===== src/rtl/ivt_pkg.sv =====
package ivt_pkg;
  localparam int CTRL_W   = 6;
  localparam int BIT_TRIG = 0;
  localparam int BIT_RUN  = 1;
  localparam int BIT_UF   = 2;
  localparam int BIT_IE   = 3;
  localparam int BIT_REL  = 4;
  localparam int BIT_LVL  = 5;

  // strobes from channel control to channel datapath
  typedef struct packed {
    logic load;       // copy reload value into counter
    logic tick;       // prescaled count step
    logic useReload;  // periodic wrap target
    logic wrRel1;
    logic wrRel2;
  } ivt_strobe_t;
endpackage


===== src/rtl/ivt_ctrl.sv =====
module ivt_ctrl
  import ivt_pkg::*;
#(
  parameter int PRESCALE = 2
) (
  input  logic              clk,
  input  logic              rstN,
  input  logic              ctrlWe,
  input  logic [CTRL_W-1:0] ctrlWdata,
  input  logic              rel1We,
  input  logic              rel2We,
  input  logic              countZero,
  output ivt_strobe_t       stb,
  output logic [CTRL_W-1:0] ctrlRd,
  output logic              irq,
  output logic              tick,
  output logic              cntEn,
  output logic              relEn,
  output logic              irqEn,
  output logic              uf
);
  logic outLvlQ, relEnQ, irqEnQ, ufQ, cntEnQ;
  logic load, ufEvent;

  assign load = ctrlWe & ctrlWdata[BIT_TRIG];

  generate
    if (PRESCALE <= 1) begin : g_noPs
      assign tick = cntEnQ;
    end else begin : g_ps
      localparam int PS_W = $clog2(PRESCALE);
      logic [PS_W-1:0] psQ;
      assign tick = cntEnQ && (psQ == PS_W'(PRESCALE - 1));
      always_ff @(posedge clk or negedge rstN) begin
        if (!rstN)                       psQ <= '0;
        else if (!cntEnQ || load || tick) psQ <= '0;
        else                             psQ <= psQ + 1'b1;
      end
    end
  endgenerate

  assign ufEvent = tick & countZero & ~load;

  always_ff @(posedge clk or negedge rstN) begin
    if (!rstN) begin
      outLvlQ <= 1'b0;
      relEnQ  <= 1'b0;
      irqEnQ  <= 1'b0;
      ufQ     <= 1'b0;
      cntEnQ  <= 1'b0;
    end else if (ctrlWe) begin
      outLvlQ <= ctrlWdata[BIT_LVL];
      relEnQ  <= ctrlWdata[BIT_REL];
      irqEnQ  <= ctrlWdata[BIT_IE];
      cntEnQ  <= ctrlWdata[BIT_RUN];
      ufQ     <= (ufQ & ctrlWdata[BIT_UF]) | ufEvent;
    end else begin
      ufQ <= ufQ | ufEvent;
      if (ufEvent && !relEnQ) cntEnQ <= 1'b0;
    end
  end

  always_comb begin
    ctrlRd           = '0;
    ctrlRd[BIT_LVL]  = outLvlQ;
    ctrlRd[BIT_REL]  = relEnQ;
    ctrlRd[BIT_IE]   = irqEnQ;
    ctrlRd[BIT_UF]   = ufQ;
    ctrlRd[BIT_RUN]  = cntEnQ;
    ctrlRd[BIT_TRIG] = 1'b0;
  end

  assign stb.load      = load;
  assign stb.tick      = tick;
  assign stb.useReload = relEnQ;
  assign stb.wrRel1    = rel1We;
  assign stb.wrRel2    = rel2We;

  assign irq   = ufQ & irqEnQ;
  assign cntEn = cntEnQ;
  assign relEn = relEnQ;
  assign irqEn = irqEnQ;
  assign uf    = ufQ;
endmodule


===== src/rtl/ivt_dpath.sv =====
module ivt_dpath
  import ivt_pkg::*;
#(
  parameter int DW = 32
) (
  input  logic          clk,
  input  logic          rstN,
  input  ivt_strobe_t   stb,
  input  logic [DW-1:0] wdata,
  output logic [DW-1:0] count,
  output logic [DW-1:0] rel1,
  output logic [DW-1:0] rel2,
  output logic          countZero
);
  logic [DW-1:0] countQ, rel1Q, rel2Q;

  assign countZero = (countQ == '0);

  always_ff @(posedge clk or negedge rstN) begin
    if (!rstN) begin
      countQ <= '0;
      rel1Q  <= '0;
      rel2Q  <= '0;
    end else begin
      if (stb.wrRel1) rel1Q <= wdata;
      if (stb.wrRel2) rel2Q <= wdata;
      if (stb.load)
        countQ <= rel1Q;
      else if (stb.tick)
        countQ <= countZero ? (stb.useReload ? rel1Q : '1) : countQ - 1'b1;
    end
  end

  assign count = countQ;
  assign rel1  = rel1Q;
  assign rel2  = rel2Q;
endmodule


===== src/rtl/ivt_timer.sv =====
module ivt_timer
  import ivt_pkg::*;
#(
  parameter int NUM_CH   = 2,
  parameter int DW       = 32,
  parameter int ADDR_W   = 8,
  parameter int PRESCALE = 2
) (
  input  logic              clk,
  input  logic              rstN,
  input  logic [ADDR_W-1:0] busAddr,
  input  logic              busWe,
  input  logic [DW-1:0]     busWdata,
  output logic [DW-1:0]     busRdata,
  output logic [NUM_CH-1:0] irq
);
  localparam int CH_W = ADDR_W - 4;

  logic [CH_W-1:0] chIdx;
  logic [1:0]      regSel;
  logic            addrUnused;

  assign chIdx      = busAddr[ADDR_W-1:4];
  assign regSel     = busAddr[3:2];
  assign addrUnused = ^busAddr[1:0];

  logic [NUM_CH-1:0][DW-1:0]     chCount, chRel1, chRel2;
  logic [NUM_CH-1:0][CTRL_W-1:0] chCtrl;
  logic [NUM_CH-1:0] chTick, chUf, chCntEn, chRelEn, chIrqEn;

  for (genvar c = 0; c < NUM_CH; c++) begin : g_ch
    logic        hit, zero;
    ivt_strobe_t stb;

    assign hit = busWe && (chIdx == CH_W'(c));

    ivt_ctrl #(.PRESCALE(PRESCALE)) u_ctrl (
      .clk       (clk),
      .rstN      (rstN),
      .ctrlWe    (hit && regSel == 2'd0),
      .ctrlWdata (busWdata[CTRL_W-1:0]),
      .rel1We    (hit && regSel == 2'd2),
      .rel2We    (hit && regSel == 2'd3),
      .countZero (zero),
      .stb       (stb),
      .ctrlRd    (chCtrl[c]),
      .irq       (irq[c]),
      .tick      (chTick[c]),
      .cntEn     (chCntEn[c]),
      .relEn     (chRelEn[c]),
      .irqEn     (chIrqEn[c]),
      .uf        (chUf[c])
    );

    ivt_dpath #(.DW(DW)) u_dpath (
      .clk       (clk),
      .rstN      (rstN),
      .stb       (stb),
      .wdata     (busWdata),
      .count     (chCount[c]),
      .rel1      (chRel1[c]),
      .rel2      (chRel2[c]),
      .countZero (zero)
    );
  end

  always_comb begin
    busRdata = '0;
    for (int c = 0; c < NUM_CH; c++) begin
      if (chIdx == CH_W'(c)) begin
        case (regSel)
          2'd0:    busRdata = {{(DW-CTRL_W){1'b0}}, chCtrl[c]};
          2'd1:    busRdata = chCount[c];
          2'd2:    busRdata = chRel1[c];
          default: busRdata = chRel2[c];
        endcase
      end
    end
  end
endmodule


===== config.mk =====
export PLATFORM = sky130hd
export DESIGN_NAME = ivt_timer
export DESIGN_NICKNAME = d
export VERILOG_FILES = /design/src/rtl/ivt_pkg.sv /design/src/rtl/ivt_ctrl.sv /design/src/rtl/ivt_dpath.sv /design/src/rtl/ivt_timer.sv
export SDC_FILE = /design/constraint.sdc
export NUM_CORES = 1
export LEC_CHECK = 0
export ABC_AREA = 1
export BUFFER_PORTS_ARGS = -buffer_cell sky130_fd_sc_hd__buf_2
export CORE_UTILIZATION = 56
export DETAILED_ROUTE_END_ITERATION = 7
export PLACE_DENSITY = 0.8
export SLEW_MARGIN = 20
export SYNTH_ARGS = -nofsm -noshare
export SYNTH_HDL_FRONTEND = slang
export SYNTH_SLANG_ARGS = --single-unit

===== constraint.sdc =====
create_clock -name clk -period 1.75 [get_ports clk]
set_input_delay 0.0875 -clock clk [delete_from_list [all_inputs] [get_ports clk]]
set_output_delay 0.0875 -clock clk [all_outputs]
set_load 0.005 [all_outputs]

After elaboration in Yosys (flattened, before gate mapping):

Cells that the tools add are included.
W data, S select, Z words.

* memories kept: 0
* latch bits: 0
* bits in writable memories: 0
* word-level logic and storage cells: 90
* bits in read-only memories: 0
* bits in registers: 204
* output and inout port bits: 34
* input port bits: 43

* shift-type cells: 0
* bitwise gates (word level): 16
* $add $sub $neg: 4
* $lt $le $gt $ge: 0
* equality and inequality tests: 4
* reductions and logical operators: 28
* divide/modulo/power cells: 0
* multipliers: 0
* multiplexer cells: 20

Operators with widths (count)
* $mux W32: 10
* $pmux W32 S3: 2
* $logic_not A32 Y1: 2
* $sub A32 B1 Y32 const B: 2
* $logic_and A1 B1 Y1: 12
* $and A1 B1 Y1: 10
* $mux W1: 8
* $reduce_bool A2 Y1: 4
* $eq A2 B2 Y1 const B: 2
* $eq A4 B1 Y1 const B: 1
* $logic_not A1 Y1: 4
* $logic_not A4 Y1: 1
* $logic_or A1 B1 Y1: 4
* $or A1 B1 Y1: 4
* $add A1 B1 Y1 const B: 2
* $eq A2 B1 Y1 const B: 1
* $logic_not A2 Y1: 1
* $not A1 Y1: 2

Depth between registers and ports, before layout:

Gate-level depths: netlist (run 1).

* depth in word-level cells: 9
* mapped depth: 12

Cells and area by module:

A second synthesis (run 1) with hierarchy kept.

* cells, all modules: 1854
* area, all modules: 13286.5 µm²

Modules (own cells, without submodules)
* ivt_dpath (g_ch[0].u_dpath): area an instance 5266.3 µm², instances 1, cells each 673, sequential area each 2402.3 µm²
* ivt_dpath (g_ch[1].u_dpath): area an instance 5144.9 µm², instances 1, cells each 643, sequential area each 2402.3 µm²
* ivt_timer: area an instance 2104.5 µm², instances 1, cells each 444, sequential area each 0.0 µm²
* ivt_ctrl: area an instance 385.4 µm², instances 2, cells each 47, sequential area each 150.1 µm²

Worst setup path after synthesis (run 1):

OpenSTA, ideal clock, no wires.

* path kind: flip-flop to flip-flop
* from: register g_ch[1].u_dpath.countQ[0]
* to: register g_ch[1].u_dpath.countQ[0]
* arrival: 1.519 ns
* path buffers: 1
* setup slack: 0.109 ns
* cell stages (with the launch flop): 13
* period minus slack after synthesis: 1.641 ns
* cell sequence: dfrtp_1 inv_1 ha_1 inv_1 nor2_1 nand3_1 nor2_1 nand3_2 nand2_4 nand2_2 buf_2 nor2_1 o21ai_1

* cells in the longest elaborated chain, start to end: 4

Ends and longest elaborated chain
* start: declaration: line ivt_dpath.sv:15 `logic [DW-1:0] countQ, rel1Q, rel2Q;`
* start signal: assignment: line ivt_dpath.sv:28 `countQ <= rel1Q;`
* start signal: assignment: line ivt_dpath.sv:30 `countQ <= countZero ? (stb.useReload ? rel1Q : '1) : countQ - 1'b1;`
* $sub A32 B1 Y32 / $logic_not A32 Y1 (equally long branches): line ivt_dpath.sv:30, ivt_dpath.sv:17
* $mux W32 (*): line ivt_dpath.sv:30
* $mux W32 (*): line ivt_dpath.sv:29 `else if (stb.tick)`
* $mux W32 (*): line ivt_dpath.sv:27 `if (stb.load)`

Mark *: on every way between the ends. The rest lies on a longest branch, timed or not. The select of a mux whose other input is x is not followed.
A chain may end at the register's enable or synchronous reset.

Worst setup path in the final report (run 1):

* from: register g_ch[0].u_dpath.countQ[1]
* to: output busRdata[1]

* cells in the longest elaborated chain, start to end: 3

Ends and longest elaborated chain
* start: declaration: line ivt_dpath.sv:15
* start signal: assignment: line ivt_dpath.sv:28
* start signal: assignment: line ivt_dpath.sv:30
* $pmux W32 S3: line ivt_timer.sv:71 `case (regSel)`
* $mux W32 (2 in series): line ivt_timer.sv:70 `if (chIdx == CH_W'(c)) begin`
* end: declaration: line ivt_timer.sv:14 `output logic [DW-1:0] busRdata,`

No other way between the ends.

==> results of run 1 <==
==> state kept, by name, summed over array words and instances (netlist names) <==
register,count
g_ch.u_ctrl.irqEn,2
g_ch.u_ctrl.outLvlQ,2
g_ch.u_ctrl.relEn,2
g_ch.u_ctrl.g_ps.psQ,2
g_ch.u_dpath.rel2,64
g_ch.u_dpath.rel1,64
g_ch.u_ctrl.cntEn,2
g_ch.u_dpath.count,64
g_ch.u_ctrl.uf,2
==> power by group through the flow <==
stage	clock network [mW]	logic, mW	registers, mW
2_1_floorplan	0	3.47	6.51
3_3_place_gp	0	6.02	6.65
3_5_place_dp	0	6.15	6.68
4_1_cts	5.53	6.69	6.63
5_1_grt	5.73	8.28	6.88
6_report	5.53	7.59	6.78
==> layout by cell type (no fill, tap or decap), drive strengths merged, types with 2 or more instances in the layout <==
cell and instances:
nand2 491, buf 261, o21ai 241, dfrtp 204, inv 173, nor2 161, nand3 142, a21oi 61
dlygate4sd3 33, clkbuf 33, o22ai 29, nand4 21, xor2 17, a221oi 10, nand3b 9, nor3 6
bufinv 5, o211ai 4, o221ai 4, ha 4, clkinv 4, xnor2 2, clkinvlp 2, o21bai 2
==> per-stage QoR <==
stage | TNS, ps | util, %
finish | -889.7 | 76.68
global route | -6530 | 76.68
CTS | -360.4 | 73.50
detailed placement | -1836 | 65.88
global placement | -422.7 | 65.88
floorplan | 0 | -
==> logic make-up after synthesis <==
kind of cell,share of synthesized area (%)
xor gates and xnor gates,1.417
adders and majority gates,0.4261
DFF,43.46
AOI/OAI and AO/OA,15.98
buffers and inverters,8.576
and+or+nand+nor,30.14
==> metal layers <==
layer / part of all wire (%) / vias up / global-route usage, % / routed length [µm]
met4: 4.4 / 0 / 16.35 / 1846
met2: 47 / 772 / 62.35 / 19840
met5: 0 / - / 0 / 0
li1: - / 5923 / - / -
met3: 9.8 / 142 / 5.311 / 4140
met1: 39 / 6125 / 51.19 / 16470
==> what timing repair did <==
action,CTS,global route
hold buffers,33,0
pin swaps,20,49
resized for setup,77,178
cloned,1,1
setup buffers,16,16
endpoints found under the hold margin,233,0
setup endpoints to repair,70,99
==> final timing paths <==
kind | slack [ps] | start | to | depth (start not counted)
worst min-delay path | 70 | busWe | g_ch[1].u_dpath.rel2[3]$_DFFE_PN0P_ | 3
worst max register to register | -70 | g_ch[0].u_dpath.count[7]$_DFFE_PN0P_ | g_ch[0].u_dpath.count[7]$_DFFE_PN0P_ | 9
worst max-delay path | -100 | g_ch[0].u_dpath.count[1]$_DFFE_PN0P_ | busRdata[1] | 6
worst min register to register | 430 | g_ch[1].u_ctrl.g_ps.psQ$_DFF_PN0_ | g_ch[1].u_ctrl.g_ps.psQ$_DFF_PN0_ | 1
min in group asynchronous | 90 | rstN | g_ch[0].u_dpath.count[4]$_DFFE_PN0P_ | 2
max in group asynchronous | 880 | rstN | g_ch[0].u_dpath.count[21]$_DFFE_PN0P_ | 3
==> cell type report <==
type                    instances  area [µm²]
clock buffers                  32       681.9
clock inverters                10       180.2
fillers                      1447        4765
inverters                     174       660.6
multi-input cells            1208        6285
flip-flops and latches        204        5121
well taps                     270       337.8
repair buffers                295        2399
==> critical path, stage by stage, from the launching register on <==
cell      delay (ps)
dfrtp_1          400
inv_2            110
buf_6            110
o21ai_2           60
a221oi_2         240
o22ai_1          150
buf_2            170
==> flow_metrics.tcl, run 1 <==
set metrics [dict create \
    rsz0062_at_grt "yes" \
    cap_violations 0 \
    tritoncts "yes" \
    hold_class "in -> reg" \
    worstMarginPinSlew_ps 552.0 \
    drtAntennaViolNets 0 \
    drt-total-wl_um 42300 \
    start_util_pct 57.49 \
    drtPass1Iterations 6 \
    period_minus_slack_ps 1849 \
    layout.cells.non_filler 2193 \
    cts.sinks 204 \
    post_synth.cell_area_avg_um2 7.067 \
    seq_area_frac_synth_pct 43.46 \
    cp_max_fo 3 \
    crit_path_end_kind "primary output" \
    final.period_utilization_pct 105.7 \
    critical_path_class "reg -> out" \
    worstPathRequired_ps 1660 \
    synth_fp_nets 1709 \
    synth_area_leaders "dfrtp_1 43%, nand2_1 16%, o21ai_0 9.5%" \
    status "finished with violations" \
    overflow 0 \
    grt_usage_pct 38.24 \
    root_buffer "clkbuf_16" \
    dp_slack_ps -97.93 \
    swShare_pct 37.20 \
    slew_violations 0 \
    synth.largest_area_cell "dfrtp_1" \
    yosys-top-cells-count "485 x nand2_1, 224 x o21ai_0, 204 x dfrtp_1, 166 x inv_1, 141 x nor2_1" \
    core_area_um2 20430 \
    netlist_instances 1662 \
    finalPower_mw 19.90 \
    io_buffers 74 \
    num_antenna_cells 0 \
    dp_cells 2085 \
    power.switching_mw 7.404 \
    failed_checks "setup timing" \
    yosysTopAreaCellShare_pct 43.46 \
    grt_pass1_vias 12340 \
    hold_viol 0 \
    routedWlPerCell_um 19.29 \
    dpl_cell_area_um2 13460 \
    fp.dieW_um 146.8 \
    clk_pin_slew_ps 70 \
    cts_buffer_depth 3 \
    pwr-share-comb_pct 38.1 \
    fmax_mhz 540.7 \
    row_count 52 \
    grt_first_pass_wirelength_um 64610 \
    slew-limit-headroom_pct 63.15 \
    synth_cell_types 39 \
    powerDensity_nw_per_um2 1271 \
    drt_iter0_drc 1350 \
    startpoint_type "flip-flop" \
    drc 0 \
    antenna_found_initial 0 \
    drive_gt1_share_pct 26.31 \
    intPower_mw 12.50 \
    fp.dieArea_um2 21560 \
    area_growth_syn_to_layout_pct 33.38 \
    layout_setup_ws_ps -99.40 \
    io_pins 77 \
    synth_seq_cells 204 \
    arrival_ps 1760 \
    synthMostInstantiatedCell "nand2_1" \
    power.leakage_nw 7.495 \
    p_seq_share_pct 34.1 \
    h-tree-depth 1 \
    hold_ws_ps 66.66 \
    clk_latency_ps 520 \
    synth_edf_count 0 \
    final_nets 1954 \
    setup_viol 28 \
    dp_hpwl_um 28110 \
    ir_drop_mv 0.8637 \
    numCtsBuffers 24 \
    synth_area_um2 11750 \
    skew_ps 11.86 \
    yosysWarnings 0 \
    die-height_um 146.8 \
    ys.flop_type "dfrtp_1" \
    grt_max_degree 65 \
    p_clk_share_pct 27.8 \
    num_vias 12960 \
    drt-vias-per-instance 5.911 \
    async_flop_share_pct 100.0 \
    place.gp.congestion 0.9725 \
    stdcell_area_um2 15670 \
]
No activity file was read; power rests on OpenSTA's default activity.
==> run 2, diff against run 1 <==
--- a/config.mk
+++ b/config.mk
@@ -10,6 +10,7 @@
 export CORE_UTILIZATION = 56
 export DETAILED_ROUTE_END_ITERATION = 7
 export PLACE_DENSITY = 0.8
+export SETUP_SLACK_MARGIN = 0.2
 export SLEW_MARGIN = 20
 export SYNTH_ARGS = -nofsm -noshare
 export SYNTH_HDL_FRONTEND = slang
==> run 2 against run 1 <==
The flow still finishes with violations (setup timing). Combinational power is 24% higher. Critical path depth is 3 higher. Total power is 7.9% higher. Register-to-register slack worse by 110 ps. Sequential cell count stayed put. First-iteration DRC count is 35% higher. Core utilization is 6.8 points higher. Global-route usage is 2.3 points higher. Critical path type is now reg -> reg. Highest routed layer unchanged.
==> flow_metrics.tcl, run 2 (same netlist as run 1, synthesis figures left out) <==
set metrics [dict create \
    place.gp.congestion 0.9727 \
    p_seq_share_pct 32.3 \
    reg2regPathDepth 9 \
    layout_setup_ws_ps -181.2 \
    clk_pin_slew_ps 60 \
    core_area_um2 20430 \
    fillers 1102 \
    numCtsBuffers 24 \
    die-height_um 146.8 \
    fp.dieArea_um2 21560 \
    drtAntennaViolNets 0 \
    h-tree-depth 1 \
    drt-vias-per-instance 6.357 \
    skew_ps 11.42 \
    io_buffers 74 \
    hold_class "in -> reg" \
    fmax_mhz 517.8 \
    status "finished with violations" \
    intPower_mw 12.81 \
    grt_pass1_vias 12940 \
    powerDensity_nw_per_um2 1260 \
    dp_slack_ps -17.05 \
    worstPathRequired_ps 2120 \
    grt_first_pass_wirelength_um 68320 \
    arrival_ps 2300 \
    grt_usage_pct 40.51 \
    critical_path_class "reg -> reg" \
    start_util_pct 57.49 \
    cts_buffer_depth 3 \
    startpoint_type "flip-flop" \
    antenna_found_initial 1 \
    cap_violations 0 \
    final_nets 2013 \
    crit_path_end_kind "flip-flop" \
    finalPower_mw 21.48 \
    drt-total-wl_um 49940 \
    worstMarginPinSlew_ps 529.0 \
    final_common_cell "nand2_1" \
    p_clk_share_pct 23.8 \
    final.period_utilization_pct 110.4 \
    power.switching_mw 8.663 \
    cp_max_fo 6 \
    hold_viol 0 \
    drtPass1Iterations 6 \
    reg2reg_to "g_ch[0].u_dpath.count[7]$_DFFE_PN0P_" \
    grt_max_degree 55 \
    swShare_pct 40.34 \
    fp.dieW_um 146.8 \
    cts.sinks 204 \
    row_count 52 \
    pwr-share-comb_pct 43.9 \
    clk_latency_ps 530 \
    drc 0 \
    dp_hpwl_um 28000 \
    slew_violations 0 \
    multi_input_area_um2 7149 \
    whs_path_depth 4 \
    routedWlPerCell_um 22.18 \
    failed_checks "setup timing" \
    hp-start "busWdata[0]" \
    rsz0062_at_grt "yes" \
    tritoncts "yes" \
    area_growth_syn_to_layout_pct 45.17 \
    regToRegSetupSlack_ps -180 \
    slew-limit-headroom_pct 64.36 \
    setup_viol 70 \
    layout_common_cells "438 x nand2_1, 185 x buf_4, 184 x dfrtp_1" \
    overflow 0 \
    power.leakage_nw 7.918 \
    num_vias 14320 \
    register_area_um2 5130 \
    worst_hold_path.endpoint "g_ch[1].u_ctrl.uf$_DFF_PN0_" \
    reg2reg_from "g_ch[0].u_dpath.count[11]$_DFFE_PN0P_" \
    ir_drop_mv 0.9245 \
    io_pins 77 \
    drt_iter0_drc 1820 \
    drive_gt1_share_pct 37.96 \
    period_minus_slack_ps 1931 \
    root_buffer "clkbuf_16" \
]
[run 2: power by group through the flow]
stage / Clock [mW] / Combinational, mW / Sequential, mW
2_1_floorplan: 0 / 3.58 / 6.53
3_3_place_gp: 0 / 6.03 / 6.65
3_5_place_dp: 0 / 6.18 / 6.68
4_1_cts: 5.03 / 7.59 / 6.67
5_1_grt: 5.25 / 9.94 / 7.02
6_report: 5.11 / 9.42 / 6.94
[run 2: worst max-delay path, cell delays in order, from the launching register on]
cell and delay (ps):
dfrtp_1 450, nor2_2 190, nand2_2 140, nor2_4 160, nand2_4 100, o21ai_4 210, buf_6 190, nand3_2 80
nand3_2 110, o21ai_0 150
[run 2: metrics by stage]
| stage | util [%] | cell area, µm² | std cells | TNS, ps | hold WS (ps) |
|---|---|---|---|---|---|
| 6_report | 83.46 | 17050 | 2252 | -4940 | 73.86 |
| 5_1_grt | 83.45 | 17050 | 2251 | -9420 | 89.39 |
| 4_1_cts | 77.46 | 15830 | 2218 | 0 | 50.71 |
| 3_5_place_dp | 65.44 | 13370 | 2068 | -47.26 | 58.01 |
| 3_3_place_gp | 65.44 | 13370 | 2068 | 0 | 54.01 |
| 2_1_floorplan | - | 11830 | 1662 | 0 | -208.1 |
[run 2: repair_timing]
item | CTS | global route
buffers inserted | 73 | 32
endpoints found under the setup margin | 99 | 100
pin swaps | 77 | 96
gates resized for setup | 270 | 266
hold buffers | 33 | 0
hold endpoints to repair | 331 | 0
gates cloned | 3 | 1
[run 2: how the worst max path moves through the flow]
stage,endpoint,depth (start not counted),from,slack (ps)
floorplan,g_ch[1].u_dpath.count[14]$_DFFE_PN0P_,9,g_ch[1].u_dpath.count[16]$_DFFE_PN0P_,170
global placement,g_ch[1].u_dpath.count[29]$_DFFE_PN0P_,10,g_ch[1].u_dpath.count[3]$_DFFE_PN0P_,10
detailed placement,g_ch[0].u_dpath.count[7]$_DFFE_PN0P_,9,g_ch[0].u_dpath.count[6]$_DFFE_PN0P_,-20
CTS,g_ch[0].u_dpath.count[7]$_DFFE_PN0P_,10,g_ch[0].u_dpath.count[5]$_DFFE_PN0P_,10
global route,g_ch[0].u_dpath.count[26]$_DFFE_PN0P_,12,g_ch[0].u_dpath.count[1]$_DFFE_PN0P_,-230
finish,g_ch[0].u_dpath.count[7]$_DFFE_PN0P_,9,g_ch[0].u_dpath.count[11]$_DFFE_PN0P_,-180
[run 2: final cells by class]
| class | instances | share of cell area (%) |
|---|---|---|
| flip-flops and latches | 204 | 30.09 |
| inverters | 174 | 4.109 |
| repair buffers | 354 | 17.30 |
| clock inverters | 5 | 0.3156 |
| well taps | 270 | 1.981 |
| clock buffers | 36 | 4.264 |
| multi-input cells | 1208 | 41.93 |
| diodes | 1 | 0.01468 |
[run 2: metal layers]
metal	global-route usage, %	part of all wire, %
met3	6.739	13
met4	20.83	6.4
met1	52.31	35
met5	0	0
met2	65.78	46
==> run 3, diff against run 2 <==
--- a/config.mk
+++ b/config.mk
@@ -7,9 +7,9 @@
 export LEC_CHECK = 0
 export ABC_AREA = 1
 export BUFFER_PORTS_ARGS = -buffer_cell sky130_fd_sc_hd__buf_2
-export CORE_UTILIZATION = 56
+export CORE_UTILIZATION = 35
 export DETAILED_ROUTE_END_ITERATION = 7
-export PLACE_DENSITY = 0.8
+export PLACE_DENSITY = 0.55
 export SETUP_SLACK_MARGIN = 0.2
 export SLEW_MARGIN = 20
 export SYNTH_ARGS = -nofsm -noshare
==> run 3 against run 2 <==
The run still ends with setup timing left. Via count decreased by 12%. Total power decreased by 4.4%. Critical path depth increased by 4. Cell count increased by 7.6%. Clock skew increased by 5.6 ps. Clock power decreased by 3%. Worst setup slack improved by 73 ps. Die area increased by 59%. Critical endpoint is now g_ch[0].u_dpath.count[6]$_DFFE_PN0P_. Largest cell class unchanged. Largest power group unchanged.
==> flow_metrics.tcl, run 3 (same netlist as run 1, synthesis figures left out) <==
set metrics [dict create \
    status "finished with violations" \
    failed_checks "setup timing" \
    arrival_ps 2270 \
    fmax_mhz 538.1 \
    final_nets 2012 \
    skew_ps 17.07 \
    crit_path_end_kind "flip-flop" \
    reg2regPathDepth 13 \
    num_antenna_cells 0 \
    num_vias 12560 \
    crit_path_start "g_ch[0].u_dpath.count[1]$_DFFE_PN0P_" \
    power.leakage_nw 7.964 \
    drt-vias-per-instance 5.184 \
    powerDensity_nw_per_um2 1190 \
    io_buffers 74 \
    hold_viol 0 \
    worstPathRequired_ps 2170 \
    clk_latency_ps 540 \
    slew-limit-headroom_pct 62.20 \
    p_clk_share_pct 24.2 \
    die-height_um 185.2 \
    regToRegSetupSlack_ps -110 \
    grt_max_degree 65 \
    grt_pass1_vias 12150 \
    swShare_pct 38.49 \
    period_minus_slack_ps 1858 \
    cts_buffer_depth 3 \
    numCtsBuffers 25 \
    dp_hpwl_um 31150 \
    root_buffer "clkbuf_16" \
    start_util_pct 35.83 \
    core_area_um2 32780 \
    hold_class "in -> reg" \
    row_count 66 \
    final_common_cell "nand2_1" \
    startpoint_type "flip-flop" \
    fillers 3174 \
    reg2reg_to "g_ch[0].u_dpath.count[6]$_DFFE_PN0P_" \
    worstMarginPinSlew_ps 566.2 \
    intPower_mw 12.62 \
    drive_gt1_share_pct 35.94 \
    tritoncts "yes" \
    pwr-share-comb_pct 42.9 \
    setup_viol 62 \
    dp_slack_ps -124.1 \
    place.gp.congestion 0.9062 \
    antenna_found_initial 0 \
    drtPass1Iterations 5 \
    power.switching_mw 7.898 \
    finalPower_mw 20.52 \
    fp.dieW_um 185.2 \
    overflow 0 \
    drt-total-wl_um 44600 \
    drc 0 \
    routedWlPerCell_um 18.41 \
    ir_drop_mv 0.7315 \
    cp_max_fo 8 \
    reg2reg_from "g_ch[0].u_dpath.count[1]$_DFFE_PN0P_" \
    worst_hold_path.endpoint "g_ch[1].u_dpath.rel1[5]$_DFFE_PN0P_" \
    grt_first_pass_wirelength_um 68710 \
    cap_violations 0 \
    p_seq_share_pct 32.9 \
    whs_path_depth 4 \
    critical_path_class "reg -> reg" \
    io_pins 77 \
    area_growth_syn_to_layout_pct 46.81 \
    drt_iter0_drc 877 \
    layout_common_cells "440 x nand2_1, 190 x dfrtp_1, 167 x buf_4" \
    fp.dieArea_um2 34290 \
    layout_setup_ws_ps -108.3 \
    h-tree-depth 1 \
    rsz0062_at_grt "yes" \
    final.period_utilization_pct 106.2 \
    hold_ws_ps 88.42 \
    grt_usage_pct 26.15 \
    cts.sinks 204 \
    clk_pin_slew_ps 60 \
    drtAntennaViolNets 0 \
    slew_violations 0 \
    hp-start "busWe" \
    final_core_util_pct 52.60 \
]
[run 3: changes by cell type in the layout (fill, tap and decap cells not counted), moves of 6 or more]
cell / change
buf_12: +13
buf_4: -18
dfrtp_1: +6
dfrtp_2: -6
inv_1: +10
inv_2: -8
nand2_2: -8
nand2_4: +7
nand3_4: -8
nor2_1: +8
[run 3: stage by stage]
step | TNS, ps | area [µm²] | std cells
6_report | -2834 | 17240 | 2423
3_3_place_gp | -317.4 | 13920 | 2268
3_5_place_dp | -314.5 | 13920 | 2268
2_1_floorplan | 0 | 11830 | 1662
5_1_grt | -10310 | 17240 | 2423
4_1_cts | -776.7 | 16330 | 2393
[run 3: area by class of cell]
class	instances	area (µm²)	share of cell area [%]
flip-flops and latches	204	5122	29.71
clock inverters	7	42.54	0.2467
well taps	442	553.0	3.207
repair buffers	352	3099	17.97
clock buffers	36	726.9	4.216
multi-input cells	1208	7000	40.60
inverters	174	698.2	4.049
[run 3: repair_timing]
action	CTS	global route
setup buffers	47	29
pin swaps	90	105
gates cloned	2	1
hold buffers	33	0
endpoints found under the setup margin	100	100
resized for setup	283	204
hold endpoints to repair	310	0
[run 3: worst max path at each step]
stage	endpoint	slack, ps
after global placement	g_ch[1].u_dpath.count[29]$_DFFE_PN0P_	-150
after CTS	busRdata[0]	-50
after floorplan	g_ch[1].u_dpath.count[14]$_DFFE_PN0P_	170
after detailed placement	g_ch[1].u_dpath.count[29]$_DFFE_PN0P_	-120
after global routing	g_ch[0].u_dpath.count[5]$_DFFE_PN0P_	-200
final	g_ch[0].u_dpath.count[6]$_DFFE_PN0P_	-110
[run 3: power groups by stage]
| stage | registers [mW] | logic [mW] | clock network, mW |
|---|---|---|---|
| finish | 6.75 | 8.79 | 4.97 |
| global route | 6.88 | 9.60 | 5.22 |
| CTS | 6.65 | 7.91 | 5.07 |
| detailed placement | 6.66 | 6.56 | 0 |
| global placement | 6.66 | 6.49 | 0 |
| floorplan | 6.53 | 3.58 | 0 |
[run 3: layer usage]
| layer | vias to the layer above | global-route usage, % | part of all wire (%) |
|---|---|---|---|
| met5 | - | 0 | 0 |
| met4 | 0 | 6.050 | 2.1 |
| met3 | 63 | 3.166 | 4.9 |
| met2 | 334 | 42.44 | 46 |
| met1 | 6124 | 36.95 | 47 |
| li1 | 6039 | - | - |
[run 3: critical path: stages, from the launching register on]
cell and delay, ps:
dfrtp_1 370, inv_2 60, buf_6 120, ha_4 170, nand2_4 60, nor2_4 40
nand3_4 110, nor2_4 60, buf_12 130, buf_6 110, nor2_4 240, nand3_2 130
nand3_2 90, nand2_1 50
